## config.mk

```make
export PLATFORM = sky130hd
export DESIGN_NAME = rm_reflex_predictor
export DESIGN_NICKNAME = d
export VERILOG_FILES = /design/src/rtl/rm_pkg.sv /design/src/rtl/rm_key_match.sv /design/src/rtl/rm_slot_argmax.sv /design/src/rtl/rm_slot_locate.sv /design/src/rtl/rm_event_count.sv /design/src/rtl/rm_reflex_predictor.sv
export SDC_FILE = /design/constraint.sdc
export NUM_CORES = 2
export LEC_CHECK = 0
export ABC_AREA = 0
export ABC_CLOCK_PERIOD_IN_PS = 10900
export BUFFER_PORTS_ARGS = -buffer_cell sky130_fd_sc_hd__buf_2
export CAP_MARGIN = 20
export CORE_ASPECT_RATIO = 1.5
export CORE_MARGIN = 2
export CORE_UTILIZATION = 30
export DETAILED_ROUTE_END_ITERATION = 6
export PLACE_DENSITY_LB_ADDON = 0.08
export SLEW_MARGIN = 20
export SYNTH_ARGS = -nofsm -noshare
export SYNTH_HDL_FRONTEND = slang
export SYNTH_SLANG_ARGS = --single-unit
```

## constraint.sdc

```tcl
create_clock -name clk -period 10.9 [get_ports clk]
set_input_delay 0.545 -clock clk [delete_from_list [all_inputs] [get_ports clk]]
set_output_delay 0.545 -clock clk [all_outputs]
set_load 0.01 [all_outputs]
```

## src/rtl/rm_pkg.sv

```systemverilog
package rm_pkg;

   // Action applied to one successor slot of the previous input's row
   typedef enum logic [1:0] {
      SLOT_HOLD = 2'd0,
      SLOT_BUMP = 2'd1,
      SLOT_LOAD = 2'd2
   } slot_op_e;

endpackage

```

## src/rtl/rm_key_match.sv

```systemverilog
// Parallel key search over all rows; lowest matching row reported.
module rm_key_match #(
   parameter int N  = 8,
   parameter int W  = 16,
   localparam int IW = $clog2(N)
) (
   input  logic [N-1:0][W-1:0] keys_i,
   input  logic [N-1:0]        vld_i,
   input  logic [W-1:0]        probe_i,
   output logic                hit_o,
   output logic [IW-1:0]       idx_o
);

   logic [N-1:0] eq;

   for (genvar e = 0; e < N; e++) begin : g_cmp
      assign eq[e] = vld_i[e] && (keys_i[e] == probe_i);
   end

   always_comb begin
      hit_o = |eq;
      idx_o = '0;
      for (int e = N - 1; e >= 0; e--) begin
         if (eq[e]) idx_o = IW'(e);
      end
   end

endmodule

```

## src/rtl/rm_slot_argmax.sv

```systemverilog
// Highest-count slot of one row; strict compare keeps the lowest slot on ties.
module rm_slot_argmax #(
   parameter int S  = 4,
   parameter int KW = 16,
   parameter int CW = 8
) (
   input  logic [S-1:0][KW-1:0] skey_i,
   input  logic [S-1:0][CW-1:0] scnt_i,
   output logic [KW-1:0]        best_key_o,
   output logic [CW-1:0]        best_cnt_o
);

   always_comb begin
      best_key_o = skey_i[0];
      best_cnt_o = scnt_i[0];
      for (int s = 1; s < S; s++) begin
         if (scnt_i[s] > best_cnt_o) begin
            best_cnt_o = scnt_i[s];
            best_key_o = skey_i[s];
         end
      end
   end

endmodule

```

## src/rtl/rm_slot_locate.sv

```systemverilog
// Finds an occupied slot holding the probe, and the lowest-count slot.
module rm_slot_locate #(
   parameter int S  = 4,
   parameter int KW = 16,
   parameter int CW = 8,
   localparam int SW = $clog2(S)
) (
   input  logic [S-1:0][KW-1:0] skey_i,
   input  logic [S-1:0][CW-1:0] scnt_i,
   input  logic [KW-1:0]        probe_i,
   output logic                 found_o,
   output logic [SW-1:0]        found_idx_o,
   output logic [SW-1:0]        low_idx_o
);

   logic [CW-1:0] low_cnt;

   always_comb begin
      found_o     = 1'b0;
      found_idx_o = '0;
      for (int s = S - 1; s >= 0; s--) begin
         if ((scnt_i[s] != '0) && (skey_i[s] == probe_i)) begin
            found_o     = 1'b1;
            found_idx_o = SW'(s);
         end
      end
      low_idx_o = '0;
      low_cnt   = scnt_i[0];
      for (int s = 1; s < S; s++) begin
         if (scnt_i[s] < low_cnt) begin
            low_cnt   = scnt_i[s];
            low_idx_o = SW'(s);
         end
      end
   end

endmodule

```

## src/rtl/rm_event_count.sv

```systemverilog
// Event counter; SATURATE picks a clamping or wrapping variant.
module rm_event_count #(
   parameter int W        = 16,
   parameter bit SATURATE = 1'b1
) (
   input  logic         clk,
   input  logic         rst_n,
   input  logic         inc_i,
   output logic [W-1:0] count_o
);

   logic [W-1:0] nxt;

   if (SATURATE) begin : g_sat
      assign nxt = (count_o == '1) ? count_o : count_o + W'(1);
   end else begin : g_wrap
      assign nxt = count_o + W'(1);
   end

   always_ff @(posedge clk or negedge rst_n) begin
      if (!rst_n)     count_o <= '0;
      else if (inc_i) count_o <= nxt;
   end

endmodule

```

## src/rtl/rm_reflex_predictor.sv

```systemverilog
module rm_reflex_predictor
   import rm_pkg::*;
#(
   parameter int SDR_W    = 16,
   parameter int ENTRIES  = 8,
   parameter int SLOTS    = 4,
   parameter int CNT_W    = 8,
   parameter int MISS_W   = 16,
   parameter bit MISS_SAT = 1'b1
) (
   input  logic              clk,
   input  logic              rst_n,
   input  logic              in_valid,
   input  logic [SDR_W-1:0]  in_sdr,
   output logic              out_valid,
   output logic              out_hit,
   output logic              out_pred_valid,
   output logic [SDR_W-1:0]  out_pred,
   output logic              out_anomaly,
   output logic [MISS_W-1:0] miss_count
);

   localparam int IDX_W  = $clog2(ENTRIES);
   localparam int SIDX_W = $clog2(SLOTS);

   // elaboration-time parameter checks
   if (ENTRIES < 2) begin : g_bad_entries
      $error("ENTRIES must be at least 2");
   end
   if (SLOTS < 2) begin : g_bad_slots
      $error("SLOTS must be at least 2");
   end
   if (CNT_W < 2) begin : g_bad_cnt
      $error("CNT_W must be at least 2");
   end
   if (SDR_W < 1 || MISS_W < 1) begin : g_bad_width
      $error("SDR_W and MISS_W must be positive");
   end

   // table storage
   logic [ENTRIES-1:0][SDR_W-1:0]            key_q;
   logic [ENTRIES-1:0]                       ent_vld_q;
   logic [ENTRIES-1:0][SLOTS-1:0][SDR_W-1:0] skey_q;
   logic [ENTRIES-1:0][SLOTS-1:0][CNT_W-1:0] scnt_q;
   logic [IDX_W-1:0]                         rr_q;

   // context
   logic [IDX_W-1:0] prev_idx_q;
   logic             prev_vld_q;
   logic             pend_vld_q;
   logic [SDR_W-1:0] pend_q;

   // output registers
   logic             out_valid_q, out_hit_q, out_pv_q, out_anom_q;
   logic [SDR_W-1:0] out_pred_q;

   // lookup of the present input
   logic             look_hit;
   logic [IDX_W-1:0] look_idx;
   logic [SDR_W-1:0] best_key;
   logic [CNT_W-1:0] best_cnt;
   logic             look_pv;

   rm_key_match #(.N(ENTRIES), .W(SDR_W)) u_match (
      .keys_i  (key_q),
      .vld_i   (ent_vld_q),
      .probe_i (in_sdr),
      .hit_o   (look_hit),
      .idx_o   (look_idx)
   );

   rm_slot_argmax #(.S(SLOTS), .KW(SDR_W), .CW(CNT_W)) u_argmax (
      .skey_i     (skey_q[look_idx]),
      .scnt_i     (scnt_q[look_idx]),
      .best_key_o (best_key),
      .best_cnt_o (best_cnt)
   );

   assign look_pv = look_hit && (best_cnt != '0);

   // learning on the previous input's row
   logic              fnd;
   logic [SIDX_W-1:0] fnd_idx;
   logic [SIDX_W-1:0] low_idx;
   logic [CNT_W-1:0]  cur_cnt;
   logic [CNT_W-1:0]  bumped;
   slot_op_e          upd_op;

   rm_slot_locate #(.S(SLOTS), .KW(SDR_W), .CW(CNT_W)) u_locate (
      .skey_i      (skey_q[prev_idx_q]),
      .scnt_i      (scnt_q[prev_idx_q]),
      .probe_i     (in_sdr),
      .found_o     (fnd),
      .found_idx_o (fnd_idx),
      .low_idx_o   (low_idx)
   );

   always_comb begin
      cur_cnt = scnt_q[prev_idx_q][fnd_idx];
      bumped  = (cur_cnt == '1) ? cur_cnt : cur_cnt + CNT_W'(1);
      if (in_valid && prev_vld_q) upd_op = fnd ? SLOT_BUMP : SLOT_LOAD;
      else                        upd_op = SLOT_HOLD;
   end

   logic step_anom;
   assign step_anom = in_valid && pend_vld_q && (in_sdr != pend_q);

   always_ff @(posedge clk or negedge rst_n) begin
      if (!rst_n) begin
         key_q       <= '0;
         ent_vld_q   <= '0;
         skey_q      <= '0;
         scnt_q      <= '0;
         rr_q        <= '0;
         prev_idx_q  <= '0;
         prev_vld_q  <= 1'b0;
         pend_vld_q  <= 1'b0;
         pend_q      <= '0;
         out_valid_q <= 1'b0;
         out_hit_q   <= 1'b0;
         out_pv_q    <= 1'b0;
         out_pred_q  <= '0;
         out_anom_q  <= 1'b0;
      end else begin
         out_valid_q <= in_valid;
         out_hit_q   <= in_valid && look_hit;
         out_pv_q    <= in_valid && look_pv;
         out_pred_q  <= (in_valid && look_pv) ? best_key : '0;
         out_anom_q  <= step_anom;
         if (in_valid) begin
            pend_vld_q <= look_pv;
            pend_q     <= best_key;
            prev_vld_q <= 1'b1;
            prev_idx_q <= look_hit ? look_idx : rr_q;
            case (upd_op)
               SLOT_BUMP: scnt_q[prev_idx_q][fnd_idx] <= bumped;
               SLOT_LOAD: begin
                  skey_q[prev_idx_q][low_idx] <= in_sdr;
                  scnt_q[prev_idx_q][low_idx] <= CNT_W'(1);
               end
               default: ;
            endcase
            // allocation is written last so it wins over learning on the same row
            if (!look_hit) begin
               key_q[rr_q]     <= in_sdr;
               ent_vld_q[rr_q] <= 1'b1;
               skey_q[rr_q]    <= '0;
               scnt_q[rr_q]    <= '0;
               rr_q            <= (rr_q == IDX_W'(ENTRIES - 1)) ? '0 : rr_q + IDX_W'(1);
            end
         end
      end
   end

   rm_event_count #(.W(MISS_W), .SATURATE(MISS_SAT)) u_miss (
      .clk     (clk),
      .rst_n   (rst_n),
      .inc_i   (step_anom),
      .count_o (miss_count)
   );

   assign out_valid      = out_valid_q;
   assign out_hit        = out_hit_q;
   assign out_pred_valid = out_pv_q;
   assign out_pred       = out_pred_q;
   assign out_anomaly    = out_anom_q;

endmodule

```

==> impl_metrics.yaml <==
logic_synthesis:
  syn-num-nets: 6260
  synth.yosys.seq_area_share_pct: 43.0
  postSynth.asyncResetShare_pct: 100
  yosys-top-cells-area: "dfrtp_1 (43%), nand2_1 (8.7%), a22o_1 (6.8%)"
  synth_enable_flop_cells: 0
  synth.avg_cell_area_sq_um: 9.06
  yosys_warnings: 0
  yosysUniqueCellTypes: 94
  ys_seq_elements: 964
  synthesis.area_sq_um: 56100
  synth_top_area_share_pct: 43.0
  syn_inst: 6192
  synth_top_cell_by_area: "dfrtp_1"
  dominantRegCellSynth: "dfrtp_1"
sta:
  tightest_slew_ps: 1330
  slew_viol_final: 0
  hold_violations: 0
  maxSlewHeadroom_pct: 11.4
  min_period_ps: 10240
  rsz0062_at_grt: "no"
  period_share_pct: 93.9
  fin_hold_ws_ps: 93.7
  fmax_mhz: 97.7
  fin_worst_skew_ps: 69.1
  report.final.setup_viol: 0
  layout_setup_ws_ps: 661
global_route:
  use_met3_pct: 5.40
  grt_util_all_layers_pct: 34.8
  overflow: 0
  met2_usage_pct: 56.7
  grt_pass1_vias: 53500
  grt_pass1_wl_microns: 461000
  antenna_found_initial: 21
  grt.busiest_layer: "met2"
  grt_util_met1_pct: 39.8
  grt_max_degree: 136
power_and_ir_drop:
  ir_drop_v: 0.000300
  power_density_nw_per_um2: 279
  p_leak_nw: 27.5
  fin_total_pwr_mw: 18.0
setup_path:
  worst_setup_path_start_kind: "flip-flop"
  worst_path_dominant_cell_family: "compound AO/OA/AOI/OAI gates"
  worst-path-max-fanout: 64
  cp.arrival_ps: 10820
  max_stage_delay_ps: 720
  crit_path_end_kind: "flip-flop"
  required_ps: 11480
  crit_path_frequent_cell: "o21ai_0"
  worstPathBufferInverterCount: 5
  slowest_stage: "o21ai_0"
  path_class: "flip-flop to flip-flop"
place:
  place_area_sq_um: 60600
  portBuffers: 54
  gp_congestion: 0.978
  dp_hpwl_microns: 234000
  dp_slack_ps: 6.26
clock_network:
  cts_root_buf: "clkbuf_16"
  clk-insertion-delay-late_ps: 800
  h-tree-depth: 3
  clockBufferDepth: 3
  cts_tree: "done"
  clk_pin_slew_worst_paths_ps: 60
  numCtsBuffers: 109
  cts.sinks: 964
die:
  dieArea_sq_um: 191000
  start_util_pct: 30.2
  io_pins: 55
  dieHeight_microns: 534
  die_w_microns: 357
  core_area_sq_um: 186000
  rows: 194
drt:
  dr.pass1.iters: 7
  via_count: 53800
  routedWlPerCell_microns: 38.4
  vias_per_cell: 6.15
  ant_nets: 0
  drc: 0
  drt_iter0_drc: 5827
  drt_wl_total_microns: 336000
finish:
  final_nets: 6268
  final_common_cell: "nand2_1"
  fillers: 19300
  mostFrequentLayoutCells: "nand2_1 (1293), dfrtp_1 (961), a22o_1 (434), nand3_1 (377), buf_4 (348)"
  fin_util_pct: 34.7
  fin_area_sq_um: 64500
  drive_above_1_share_pct: 14.1
  area_growth_pct: 14.9
run_status:
  status: "finished clean"
run:
  cap_viol_max_count: 0
worst_hold_path:
  min_path_type: "primary input to flip-flop"
==> power by group <==
group	total (mW)	switching [mW]	internal, mW
Sequential	5.27	0.858	4.41
Combinational	8.68	6.07	2.61
Clock	4.04	1.78	2.25
==> cells in the mapped netlist, types with 61 or more instances <==
cell / instances
and3_1: 63
a22o_1: 434
nand3_1: 377
nand2_1: 1299
o21ai_1: 73
clkbuf_1: 364
dfrtp_1: 964
a211oi_1: 65
a21oi_1: 123
xnor2_1: 168
nor3_1: 61
mux2i_1: 284
buf_2: 91
nor2_1: 278
a22oi_1: 67
nand4_1: 69
mux2_2: 107
o21ai_0: 345
==> cell type report <==
type	count	area, sq um	share of cell area, %
inverter	57	214	0.332
tap	2450	3070	4.75
sequential	964	24100	37.4
clock buffer	161	3200	4.97
antenna	9	22.5	0.0349
clock inverter	44	558	0.865
multi-input combinational	4651	30100	46.6
timing repair buffer	417	3230	5.01
==> state kept, by name, summed over array words and instances (netlist names), 3 cells and up <==
| register | cells |
|---|---|
| rr_q | 3 |
| key_q | 128 |
| out_pred | 16 |
| pend_q | 16 |
| scnt_q | 256 |
| u_miss.count_o | 16 |
| prev_idx_q | 3 |
| skey_q | 512 |
| ent_vld_q | 8 |
==> per-layer routing <==
layer / part of all wire, % / vias to the layer above
li1: - / 22600
met1: 36 / 27600
met2: 47 / 2695
met3: 5.9 / 935
met4: 10 / 6
met5: 0.010 / -
==> timing repair <==
item,4_1_cts,5_1_grt
hold buffers,1,0
endpoints found under the setup margin,0,19
endpoints found under the hold margin,74,0
buffers inserted,0,2
gates resized for setup,0,4
==> metrics by stage <==
step | TNS [ps] | std cells
2_1_floorplan | 0 | 6192
3_3_place_gp | -607 | 8534
3_5_place_dp | 0 | 8535
4_1_cts | 0 | 8741
5_1_grt | 0 | 8745
6_report | 0 | 8753
==> logic make-up (layout without fill, tap and decap cells) <==
family | after synthesis | in the layout | share of synthesized area (%)
xor gates and xnor gates | 209 | 209 | 3.26
muxes | 441 | 441 | 9.09
AOI/OAI and AO/OA | 1600 | 1600 | 20.8
other | 0 | 9 | 0
DFF | 964 | 964 | 43.0
and+or+nand+nor | 2352 | 2352 | 18.5
adders and majority gates | 49 | 49 | 1.09
buffers and inverters | 577 | 679 | 4.26
==> worst paths after layout <==
| kind | endpoint | start | cells past startpoint | slack [ps] |
|---|---|---|---|---|
| max | pend_q[3]$_DFFE_PN0P_ | key_q[125]$_DFFE_PN0P_ | 43 | 660 |
| min in group asynchronous | skey_q[180]$_DFFE_PN0P_ | rst_n | 2 | 400 |
| min reg2reg | u_miss.count_o[4]$_DFFE_PN0P_ | u_miss.count_o[4]$_DFFE_PN0P_ | 1 | 480 |
| max reg2reg | pend_q[3]$_DFFE_PN0P_ | key_q[125]$_DFFE_PN0P_ | 43 | 660 |
| max in group asynchronous | scnt_q[31]$_DFFE_PN0P_ | rst_n | 4 | 8320 |
| min | out_valid$_DFF_PN0_ | in_valid | 1 | 90 |
(Power assumes the default switching activity.)
